File: config.mk
export PLATFORM = sky130hd
export DESIGN_NAME = trap_entry_ctrl
export DESIGN_NICKNAME = d
export VERILOG_FILES = /design/src/rtl/trap_pkg.sv /design/src/rtl/trap_route.sv /design/src/rtl/trap_stack.sv /design/src/rtl/trap_entry_ctrl.sv
export SDC_FILE = /design/constraint.sdc
export NUM_CORES = 1
export LEC_CHECK = 0
export BUFFER_PORTS_ARGS = -buffer_cell sky130_fd_sc_hd__buf_2
export CORE_AREA = 2 2 183 185
export CTS_CLUSTER_DIAMETER = 30
export DETAILED_ROUTE_END_ITERATION = 6
export DIE_AREA = 0 0 185 187
export SLEW_MARGIN = 0
export SYNTH_ARGS = -nofsm -noshare
export SYNTH_HDL_FRONTEND = slang
export SYNTH_HIERARCHICAL = 1
export SYNTH_SLANG_ARGS = --single-unit
File: constraint.sdc
create_clock -name clk -period 9.5 [get_ports clk]
set_input_delay 2.375 -clock clk [delete_from_list [all_inputs] [get_ports clk]]
set_output_delay 2.375 -clock clk [all_outputs]
set_load 0.02 [all_outputs]
File: src/rtl/trap_pkg.sv
package trap_pkg;
  typedef enum logic [1:0] {
    PRV_U = 2'd0,
    PRV_S = 2'd1,
    PRV_H = 2'd2,
    PRV_M = 2'd3
  } priv_e;

  typedef enum logic [1:0] {
    RT_DBG_BRK = 2'd0,
    RT_DBG_EXC = 2'd1,
    RT_SUP     = 2'd2,
    RT_MACH    = 2'd3
  } route_e;

  // Status bit positions; the per-privilege enable sits at bit index = privilege
  localparam int ST_SIE  = 1;
  localparam int ST_MIE  = 3;
  localparam int ST_SPIE = 5;
  localparam int ST_MPIE = 7;
  localparam int ST_SPP  = 8;
  localparam int ST_MPP  = 11;
endpackage

File: src/rtl/trap_route.sv
module trap_route
  import trap_pkg::*;
#(
  parameter int XLEN      = 32,
  parameter int BRK_CAUSE = 3
) (
  input  logic [XLEN-1:0] cause,
  input  logic [1:0]      priv,
  input  logic [XLEN-1:0] exc_deleg,
  input  logic [XLEN-1:0] irq_deleg,
  input  logic [3:0]      brk_en,
  input  logic            dbg_active,
  output route_e          route
);
  localparam int IDXW = $clog2(XLEN);
  localparam logic [XLEN-1:0] BRK_V  = XLEN'(BRK_CAUSE);
  localparam logic [XLEN-1:0] XLEN_V = XLEN'(XLEN);

  logic            is_irq;
  logic [XLEN-1:0] idx;
  logic [XLEN-1:0] sel_mask;
  logic            in_range;
  logic            deleg_bit;
  logic            brk_hit;

  always_comb begin
    is_irq    = cause[XLEN-1];
    idx       = {1'b0, cause[XLEN-2:0]};
    sel_mask  = is_irq ? irq_deleg : exc_deleg;
    in_range  = idx < XLEN_V;
    deleg_bit = in_range && sel_mask[idx[IDXW-1:0]];
    brk_hit   = (cause == BRK_V) && brk_en[priv];
    if (brk_hit)
      route = RT_DBG_BRK;
    else if (dbg_active)
      route = RT_DBG_EXC;
    else if ((priv <= PRV_S) && deleg_bit)
      route = RT_SUP;
    else
      route = RT_MACH;
  end
endmodule

File: src/rtl/trap_stack.sv
module trap_stack
  import trap_pkg::*;
#(
  parameter int XLEN = 32
) (
  input  logic [XLEN-1:0] status_in,
  input  logic [1:0]      priv,
  input  logic            to_sup,
  output logic [XLEN-1:0] status_out
);
  logic cur_ie;

  always_comb begin
    cur_ie     = status_in[priv];
    status_out = status_in;
    if (to_sup) begin
      status_out[ST_SPIE] = cur_ie;
      status_out[ST_SPP]  = priv[0];
      status_out[ST_SIE]  = 1'b0;
    end else begin
      status_out[ST_MPIE]            = cur_ie;
      status_out[ST_MPP+1:ST_MPP]    = priv;
      status_out[ST_MIE]             = 1'b0;
    end
  end
endmodule

File: src/rtl/trap_entry_ctrl.sv
module trap_entry_ctrl
  import trap_pkg::*;
#(
  parameter int              XLEN        = 32,
  parameter int              BRK_CAUSE   = 3,
  parameter logic [2:0]      SWBP_CODE   = 3'd1,
  parameter logic [XLEN-1:0] DBG_ROM     = 'h800,
  parameter logic [XLEN-1:0] DBG_ROM_EXC = 'h808
) (
  input  logic            clk,
  input  logic            rst_n,
  input  logic            trap_valid,
  input  logic [XLEN-1:0] trap_cause,
  input  logic [XLEN-1:0] trap_pc,
  input  logic            trap_has_addr,
  input  logic [XLEN-1:0] trap_addr,
  input  logic [1:0]      cur_priv,
  input  logic [XLEN-1:0] status_in,
  input  logic [XLEN-1:0] exc_deleg,
  input  logic [XLEN-1:0] irq_deleg,
  input  logic [XLEN-1:0] svec,
  input  logic [XLEN-1:0] mvec,
  input  logic [3:0]      brk_en,
  input  logic [2:0]      dbg_cause_in,
  output logic            upd_valid,
  output logic [XLEN-1:0] next_pc,
  output logic [1:0]      next_priv,
  output logic            s_we,
  output logic            m_we,
  output logic            bad_we,
  output logic [XLEN-1:0] cause_o,
  output logic [XLEN-1:0] epc_o,
  output logic [XLEN-1:0] bad_o,
  output logic            status_we,
  output logic [XLEN-1:0] status_o,
  output logic            dbg_we,
  output logic [2:0]      dbg_cause_o,
  output logic [1:0]      dbg_priv_o,
  output logic [XLEN-1:0] dbg_pc_o,
  output logic            resv_clear,
  output logic            tlb_flush
);
  route_e          route;
  logic [XLEN-1:0] stacked;
  logic [XLEN-1:0] pc_d;
  logic [1:0]      priv_d;
  logic            arch_trap;

  trap_route #(.XLEN(XLEN), .BRK_CAUSE(BRK_CAUSE)) u_route (
    .cause      (trap_cause),
    .priv       (cur_priv),
    .exc_deleg  (exc_deleg),
    .irq_deleg  (irq_deleg),
    .brk_en     (brk_en),
    .dbg_active (dbg_cause_in != 3'd0),
    .route      (route)
  );

  trap_stack #(.XLEN(XLEN)) u_stack (
    .status_in  (status_in),
    .priv       (cur_priv),
    .to_sup     (route == RT_SUP),
    .status_out (stacked)
  );

  always_comb begin
    arch_trap = (route == RT_SUP) || (route == RT_MACH);
    unique case (route)
      RT_DBG_BRK: begin pc_d = DBG_ROM;     priv_d = PRV_M;    end
      RT_DBG_EXC: begin pc_d = DBG_ROM_EXC; priv_d = cur_priv; end
      RT_SUP:     begin pc_d = svec;        priv_d = PRV_S;    end
      default:    begin pc_d = mvec;        priv_d = PRV_M;    end
    endcase
  end

  always_ff @(posedge clk) begin
    if (!rst_n) begin
      upd_valid   <= 1'b0;
      next_pc     <= '0;
      next_priv   <= PRV_M;
      s_we        <= 1'b0;
      m_we        <= 1'b0;
      bad_we      <= 1'b0;
      cause_o     <= '0;
      epc_o       <= '0;
      bad_o       <= '0;
      status_we   <= 1'b0;
      status_o    <= '0;
      dbg_we      <= 1'b0;
      dbg_cause_o <= '0;
      dbg_priv_o  <= '0;
      dbg_pc_o    <= '0;
      resv_clear  <= 1'b0;
      tlb_flush   <= 1'b0;
    end else begin
      upd_valid  <= trap_valid;
      s_we       <= trap_valid && (route == RT_SUP);
      m_we       <= trap_valid && (route == RT_MACH);
      bad_we     <= trap_valid && arch_trap && trap_has_addr;
      status_we  <= trap_valid && arch_trap;
      resv_clear <= trap_valid && arch_trap;
      dbg_we     <= trap_valid && (route == RT_DBG_BRK);
      tlb_flush  <= trap_valid && (priv_d != cur_priv);
      if (trap_valid) begin
        next_pc   <= pc_d;
        next_priv <= priv_d;
        if (arch_trap) begin
          cause_o  <= trap_cause;
          epc_o    <= trap_pc;
          status_o <= stacked;
          if (trap_has_addr) bad_o <= trap_addr;
        end
        if (route == RT_DBG_BRK) begin
          dbg_cause_o <= SWBP_CODE;
          dbg_priv_o  <= cur_priv;
          dbg_pc_o    <= trap_pc;
        end
      end
    end
  end
endmodule

==> metrics.txt, run 1 <==
outcome complete, no violations; final setup fails 0; Layout Skew 0 ns; clock root buffer clkbuf_16; Ys Warns 6; Post-DP Area 11,100 um^2; area occupied by multi-input gates 4020 um^2; Slowest cell on crit path buf_4; DRT antenna net count 0; Synth Cell Area 8770 um^2; DRT Pass-1 Iters 5; Die H 187 um; commonest non-fill, non-tap cell in the layout buf_2; Routability Congestion 0.938; Worst slew margin 0.368; met1 GRT Util 0.204; Tot Pwr 3.06 mW; most frequent cells in the layout buf_2, nand2_1, dfxtp_1; Post-synth ARST share 0; CTS Buf Count 57; slowest stage delay, CP slightly above 0.7 ns; clk_lat worst skew 0.55 ns; reg2reg setup slack 8.78 ns; Die W 185 um; final WL 31.2 mm; DR WL/cell 16.2 um; CTS sink cnt 204; # port buffers 473; fin crit share 0.628; Power Density 233 nW/um^2; Critical Path Source Type primary input; Die Area 34,600 um^2; crit-path cells buf_2 > mux4_1 > mux2i_1 > a22oi_1 > a41oi_1 > a31o_1 > inv_1 > ha_1 > o21ai_4 > buf_4 > nand2_1 > a21boi_0; clk slew on worst S/H paths 0.04 ns; Residual DRC 0; core region area roughly 33,000 um^2; RSZ-0062 raised after global routing false; WP data arrival 6.44 ns; Critical Path Sink Type flip-flop; max-cap viol count 0; I/O Pins 476; Post-synth EDFFs 0; fin crit period 5.97 ns; fillers between 3,000 and 4,000; Reg area between 4000 and 5000 um^2; Syn Area/Cell 8.75 um^2; M3 GR Usage 0.0553; largest net degree at the start of global routing 130; critical path class primary input to flip-flop; GRT Resource Usage Total 0.174; reg-to-reg startpoint next_pc[3]; cts repair resizes 0; vias per cell 4.57; met2 Usage GRT 0.299; row cnt 67; Area Growth Syn to Fin 49.7%; Worst Path Required ~10 ns; initial antenna violation count 4; initial drt markers 402; HPWL after DPL between 20 and 25 mm; Hold-fix buffers, CTS 0; gr busiest metal met2; Mapped Cells 1,003; Setup TNS 0 ns; Top FF cell, synth dfxtp_1; Hold Path Class flip-flop to flip-flop; Distinct cells, synth 43; wire length of the first global-routing pass 47.6 mm; area fraction of the dominant cell type after synthesis 0.465; Hold Crit Start bad_o[24]; Final nets ~1,700; Synth area leaders dfxtp_1, nand2_1, a21boi_0; vias in the first global route ~8,700; CTS Buffer Depth 3; Max Slew Vio Count 0; Initial Util 0.267; Peak VDD IR 138 uV; fraction of layout cells with a size suffix above 1 0.406; Synth area leader dfxtp_1; Post-Layout Inst Area 13,100 um^2; static leakage 6.04 nW; Max Fclk 168 MHz; postcts setup bufs 0; Max H-tree Level 2; register area share after synthesis 0.465; largest fanout on the critical path 72; Slew @ Worst Pin 0.948 ns; Final Hold Violating Endpoints 0; CTS tree yes; synthesized flop and latch total 204; worst setup path startpoint trap_cause[31]; global route overflow 0; vias 8,808
## layer usage
metal	vias up	part of all wire
met5	-	0.00086
met4	4	0.020
met3	53	0.088
met2	388	0.49
met1	4077	0.40
li1	4286	-
## sequential cells by signal, summed over array words and instances (netlist names)
signal and flops:
status_o 32, dbg_pc_o 32, dbg_cause_o 1, m_we 1, tlb_flush 1, s_we 1
upd_valid 1, next_pc 32, bad_we 1, next_priv 2, epc_o 32, bad_o 32
dbg_priv_o 2, cause_o 32, dbg_we 1, resv_clear 1
## logic make-up after synthesis
family,Yosys count,synth area share
AO/OA/AOI/OAI,243,0.192
other,1,0.000427
buffers and inverters,116,0.0786
flip-flops,204,0.465
adder cells (fa/ha/maj),5,0.00713
AND/OR/NAND/NOR,399,0.189
multiplexers,35,0.0676
## final cells by class
type / count / area share
inverter: 4 / 0.00114
multi-input combinational: 684 / 0.306
timing repair buffer: 481 / 0.185
sequential: 204 / 0.311
clock inverter: 32 / 0.0336
antenna: 2 / 0.000381
tap: 448 / 0.0427
clock buffer: 74 / 0.120
## power by group
group / total (mW) / internal [mW] / switching, mW
clock network: 1.97 / 1.40 / 0.563
registers: 0.887 / 0.878 / 0.00893
logic: 0.204 / 0.0902 / 0.114
## cell usage after synthesis (2+ instances only)
cell type  instances
nand2_1          299
dfxtp_1          204
a21boi_0          90
nand3_1           66
a21boi_1          40
buf_4             39
buf_2             38
a21oi_1           34
o21ai_0           32
a22oi_1           31
clkbuf_1          23
mux2i_1           12
mux4_1             9
buf_6              8
nor4_1             8
mux2_2             7
mux4_2             7
ha_1               5
nor2_1             5
buf_1              4
inv_1              4
and2_1             3
and3_1             3
nor2b_1            3
o211ai_1           3
o21a_1             3
a211oi_1           2
a41oi_1            2
nand2b_1           2
nand4_1            2
nor3_1             2
nor3b_1            2
## worst max-delay path, delay by kind of cell
family          cells  cell delay [ns]
buf+inv             3             1.13
fa+ha+maj           1             0.43
mux                 2             0.78
simple gates        1             0.16
compound gates      5             1.43
## per-stage QoR
step,cells,worst slack (ns),utilization,hold slack [ns]
final,1929,3.53,0.400,0.440
after global routing,1929,3.25,0.400,0.463
after CTS,1926,3.52,0.399,0.442
after detailed placement,1820,3.05,0.338,0.437
after global placement,1820,3.11,0.338,0.433
after floorplan,1004,4.67,-,0.528
## final timing paths
kind                              endpoint  depth (start not counted)
worst max-delay path              epc_o[1]                         12
worst min-delay path             bad_o[24]                          2
worst max register to register  next_pc[3]                          2
worst min register to register   bad_o[24]                          2
(Power assumes the default switching activity.)
==> run 2, diff against run 1 <==
Clock period 9.5 ns to 6 ns, I/O delays scaled along.
==> run 2 against run 1 <==
  * Wire length rose by 0.62%
  * Count of clock-buffer cells in the layout fell by 11
  * Global-route usage grew 0.080 points
  * Non-clock buffer count unchanged
  * Worst setup slack worse by 1.7 ns
  * Core utilization fell by 0.29 points
  * Sequential power increased by 58%
  * Flip-flop and latch count unchanged
  * Sequential share of layout area increased by 0.22 points
  * Critical path depth unchanged
  * Final cell count shrank 0.67%
  * Final area fell by 0.71%
==> metrics.txt, run 2 (synthesized netlist as in run 1, its figures left out) <==
NetSw 1.05 mW (+52%); sequential share of power 0.300 (+0.010); fin crit share 0.687; Clock Power Share 0.631 (-0.012); DRT antenna net count 0 (unchanged); initial antenna violation count 1 (-3); Final nets 1,701 (-0.29%); commonest non-fill, non-tap cell in the layout buf_2; Die W 185 um (unchanged); Critical Path Source Type primary input; Hold Path Class flip-flop to flip-flop; final setup fails 0 (unchanged); postcts setup bufs 0 (unchanged); Area Growth Syn to Fin 48.7%; Routability Congestion 0.895 (-4.6%); Hold-fix buffers, CTS 0 (unchanged); fin crit period 4.12 ns; # port buffers 473 (unchanged); Critical Path Stages 12 (unchanged); GRT Resource Usage Total 0.175 (+0.000805); setup ws final 1.88 ns (-1.65 ns); fin cells 1,916 (-0.67%); max-cap viol count 0 (unchanged); clock root buffer clkbuf_16; Tot Pwr 4.68 mW (+53%); clk slew on worst S/H paths 0.05 ns (about the same); critical path class primary input to flip-flop; worst slack at placement 1.24 ns (-1.81 ns); CTS Buffer Depth 3 (unchanged); vias in the first global route 8,586 (-1.2%); Slew @ Worst Pin 0.793 ns (-0.154 ns); CTS sink cnt 204 (unchanged); clk_lat worst skew 0.54 ns (about the same); final WL 31.4 mm (+0.62%); Gate power share 0.070 (+0.003); HPWL after DPL 22.1 mm (-0.67%); I/O Pins 476 (unchanged); sw frac 0.223 (-0.000984); Residual DRC 0 (unchanged); Worst Path Required 6.45 ns (-3.52 ns); Int Power 3.64 mW (+53%); Die Area 34,600 um^2 (unchanged); Die H 187 um (unchanged); worst path bufs/invs 3 (unchanged); final core utilization 0.397 (-0.00286); largest fanout on the critical path 96 (+33%); fraction of layout cells with a size suffix above 1 0.406 (about the same); WP data arrival 4.57 ns (-1.87 ns); Worst slew margin 0.471 (+0.103); RSZ-0062 raised after global routing false; core region area 32,900 um^2 (unchanged); Max Slew Vio Count 0 (unchanged); DRT Pass-1 Iters 5 (unchanged); R2R cell count 2 (unchanged); WHS 0.441 ns (+0.000317 ns); Post-Layout Inst Area 13,000 um^2 (-0.71%); global route overflow 0 (unchanged); Hold Path Cell Cnt 2 (unchanged); Max Fclk 243 MHz; outcome complete, no violations; Peak VDD IR 218 uV (+58%); Inst Count DP 1,821 (+0.055%); largest net degree at the start of global routing 120 (-7.7%); Critical Path Sink Type flip-flop; initial drt markers 325 (-19%); Setup TNS 0 ns (unchanged); CTS Buf Count 52 (-8.8%); most frequent cells in the layout buf_2, nand2_1, dfxtp_1; Final Hold Violating Endpoints 0 (unchanged); vias per cell 4.54 (-0.46%); wire length of the first global-routing pass 47.6 mm (about the same); vias 8,708 (-1.1%); Power Density 359 nW/um^2 (+54%); crit-path cells buf_2 > mux4_1 > mux2i_1 > a22oi_1 > a41oi_1 > a31o_1 > inv_1 > ha_1 > o21ai_4 > buf_12 > nand2_1 > a21boi_1; crit-path leading delay family compound AO/OA/AOI/OAI gates; slowest stage delay, CP 0.61 ns (-0.11 ns); Max H-tree Level 2 (unchanged); Initial Util 0.267 (unchanged); Post-DP Area 11,100 um^2 (+0.41%); Layout Skew 0 ns (unchanged); static leakage 5.98 nW (-0.99%); DR WL/cell 16.4 um (+1.3%); row cnt 67 (unchanged); CTS tree yes; cts repair resizes 0 (unchanged); Slowest cell on crit path mux4_1
run 2: cell types whose count changed in the layout (fill, tap and decap cells not counted), sizes merged:
cell,before,now
clkinvlp,6,10
clkbuf,74,63
clkinv,16,11
diode,2,1
run 2: area by class of cell:
class | count | area, um^2
inverters | 4 | 15.0
repair buffers | 481 | 2470
diodes | 1 | 2.50
clock buffers | 63 | 1470
well taps | 448 | 561
flip-flops and latches | 204 | 4080
multi-input cells | 684 | 4020
fillers | 3393 | 19800
clock inverters | 31 | 428
run 2: path summary, 6_finish.rpt:
| check | start | to | slack [ns] |
|---|---|---|---|
| max | trap_cause[31] | cause_o[9] | 1.88 |
| min | bad_o[24] | bad_o[24] | 0.44 |
| max reg2reg | next_pc[9] | next_pc[9] | 5.30 |
| min reg2reg | bad_o[24] | bad_o[24] | 0.44 |
run 2: power by group through the flow:
stage	Clock [mW]	Combinational, mW	Sequential, mW
2_1_floorplan	0	0.140	1.46
3_3_place_gp	0	0.325	1.43
3_5_place_dp	0	0.327	1.43
4_1_cts	3.01	0.328	1.40
5_1_grt	3.09	0.354	1.41
6_report	2.95	0.326	1.40
run 2: worst min-delay path: stages (launching register included):
cell and delay (ns):
dfxtp_1 0.30, nand3_1 0.06, nand2_1 0.04
run 2: layer usage:
layer,vias up,global-route usage,share of wire
met4,0,0.0665,0.028
met2,373,0.292,0.48
met1,4007,0.213,0.41
met3,61,0.0498,0.081
li1,4267,-,-
met5,-,0,0
==> run 3, diff against run 2 <==
Clock period 6 ns to 3.9 ns, I/O delays scaled along.
==> run 3 against run 2 <==
  * First-iteration DRC count rose by 38%
  * Clock power rose by 61%
  * Combinational power rose by 59%
  * Flip-flop and latch count did not move
  * Worst setup slack got worse by 1.3 ns
  * Sequential power rose by 54%
  * Highest routed layer unchanged
  * Global-route usage fell by 0.56 points
==> metrics.txt, run 3 (synthesized netlist as in run 1, its figures left out) <==
max-cap viol count 0 (unchanged); Max Fclk approximately 300 MHz; HPWL after DPL 22.8 mm (+3.1%); global route overflow 0 (unchanged); fin crit period 3.35 ns; vias in the first global route 8,697 (+1.3%); I/O Pins 476 (unchanged); R2R cell count 2 (unchanged); Layout Skew 0 ns (unchanged); reg-to-reg startpoint next_pc[3]; Die W 185 um (unchanged); cts repair resizes 0 (unchanged); Die H 187 um (unchanged); clock root buffer clkbuf_16; Residual DRC 0 (unchanged); DRT antenna net count 0 (unchanged); Critical Path Source Type primary input; commonest non-fill, non-tap cell in the layout buf_2; core region area 32,900 um^2 (unchanged); Worst Path Required 4.35 ns (-2.10 ns); wire length of the first global-routing pass 46.5 mm (-2.3%); CTS Buffer Depth 3 (unchanged); largest net degree at the start of global routing 82 (-32%); vias 8,908 (+2.3%); Max H-tree Level 2 (unchanged); initial antenna violation count 0 (-1); CTS tree yes; outcome complete, no violations; Routability Congestion 0.941 (+5.2%); fraction of layout cells with a size suffix above 1 0.418 (+0.0124); Final nets 1,735 (+2.0%); Power Density 551 nW/um^2 (+53%); # port buffers 473 (unchanged); Tot Pwr 7.41 mW (+58%); reg2reg end next_pc[3]; Slew @ Worst Pin 0.594 ns (-0.200 ns); ANT cells 0 (-1); clk_lat worst skew 0.53 ns (about the same); Hold-fix buffers, CTS 0 (unchanged); postcts setup bufs 0 (unchanged); initial drt markers 447 (+38%); DR WL/cell 15.7 um (-4.1%); Hold Crit Start bad_o[27]; RSZ-0062 raised after global routing false; reg2reg setup slack 3.16 ns (-2.14 ns); WP data arrival 3.80 ns (-0.77 ns); Hold Path Cell Cnt 2 (unchanged); Worst slew margin 0.604 (+0.133); worst hold path endpoint bad_o[27]; CTS Buf Count 52 (unchanged); Area Growth Syn to Fin 53.5%; worst slack at placement -0.0619 ns (-1.30 ns); Initial Util 0.267 (unchanged); critical path class primary input to flip-flop; final WL 30.7 mm (-2.2%); Final Hold Violating Endpoints 0 (unchanged); final setup fails 0 (unchanged); CTS sink cnt 204 (unchanged); most frequent cells in the layout buf_2, nand2_1, dfxtp_1; GRT Resource Usage Total 0.170 (-0.00559); largest fanout on the critical path 17 (-82%); Max Slew Vio Count 0 (unchanged); Die Area 34,600 um^2 (unchanged); row cnt 67 (unchanged); vias per cell 4.56 (+0.36%); DRT Pass-1 Iters 4 (-1); Hold Path Class flip-flop to flip-flop; setup ws final 0.548 ns (-1.33 ns); fin crit share 0.860; clk slew on worst S/H paths 0.04 ns (about the same); Peak VDD IR 300 uV (+38%); static leakage 6.21 nW (+4.0%); Critical Path Sink Type flip-flop
-- run 3: cell types whose count changed in the layout (fill, tap and decap cells not counted), moves of 3 or more --
cell        before  now
buf_12           3   11
bufinv_16        9   12
clkinvlp_4      10    6
buf_4            5   31
clkbuf_1         1    5
inv_6            1    4
-- run 3: critical path: stages --
cell and delay (ns):
buf_2 0.26, mux4_1 0.59, mux2i_1 0.16, a22oi_1 0.09, a41oi_1 0.28, a31o_1 0.21
inv_1 0.07, ha_1 0.31, o21ai_4 0.23, buf_12 0.21, buf_4 0.17, nand2_1 0.05
a21boi_0 0.17
-- run 3: metrics by stage --
step	utilization	cell area [um^2]	hold WS, ns	cells	setup TNS (ns)
global placement	0.350	11500	0.434	1855	0
finish	0.410	13500	0.442	1953	0
floorplan	-	8780	0.528	1004	0
CTS	0.410	13500	0.445	1953	0
detailed placement	0.350	11500	0.438	1855	-1.43
global route	0.410	13500	0.464	1953	0
-- run 3: report_power, final --
| part | internal [mW] | switching, mW | leakage, nW |
|---|---|---|---|
| registers | 2.14 | 0.0225 | 1.65 |
| clock network | 3.39 | 1.34 | 0.945 |
| logic | 0.238 | 0.280 | 3.61 |
-- run 3: final cells by class --
| class | instances | area (um^2) |
|---|---|---|
| Clock buffer | 65 | 1430 |
| Clock inverter | 33 | 533 |
| Fill cell | 3346 | 19400 |
| Inverter | 4 | 15.0 |
| Multi-Input combinational cell | 684 | 4020 |
| Sequential cell | 204 | 4080 |
| Tap cell | 448 | 561 |
| Timing Repair Buffer | 515 | 2830 |
-- run 3: worst max-delay path by stage --
stage                   startpoint            to  slack [ns]  cells after the start
floorplan            trap_cause[0]   cause_o[28]        0.47                     15
global placement    trap_cause[31]  status_o[31]       0.008                     13
detailed placement  trap_cause[31]  status_o[31]       -0.06                     13
CTS                 trap_cause[31]  status_o[31]        0.51                     13
global route        trap_cause[31]  status_o[31]        0.29                     13
finish              trap_cause[31]  status_o[23]        0.55                     13
-- run 3: metal layers --
metal  up-vias  global-route usage  wire length [um]
li1       4335                   -                 -
met5         -                   0                 0
met4         0              0.0513               705
met1      4118               0.204             12700
met3        53              0.0514              2720
met2       402               0.290             14600
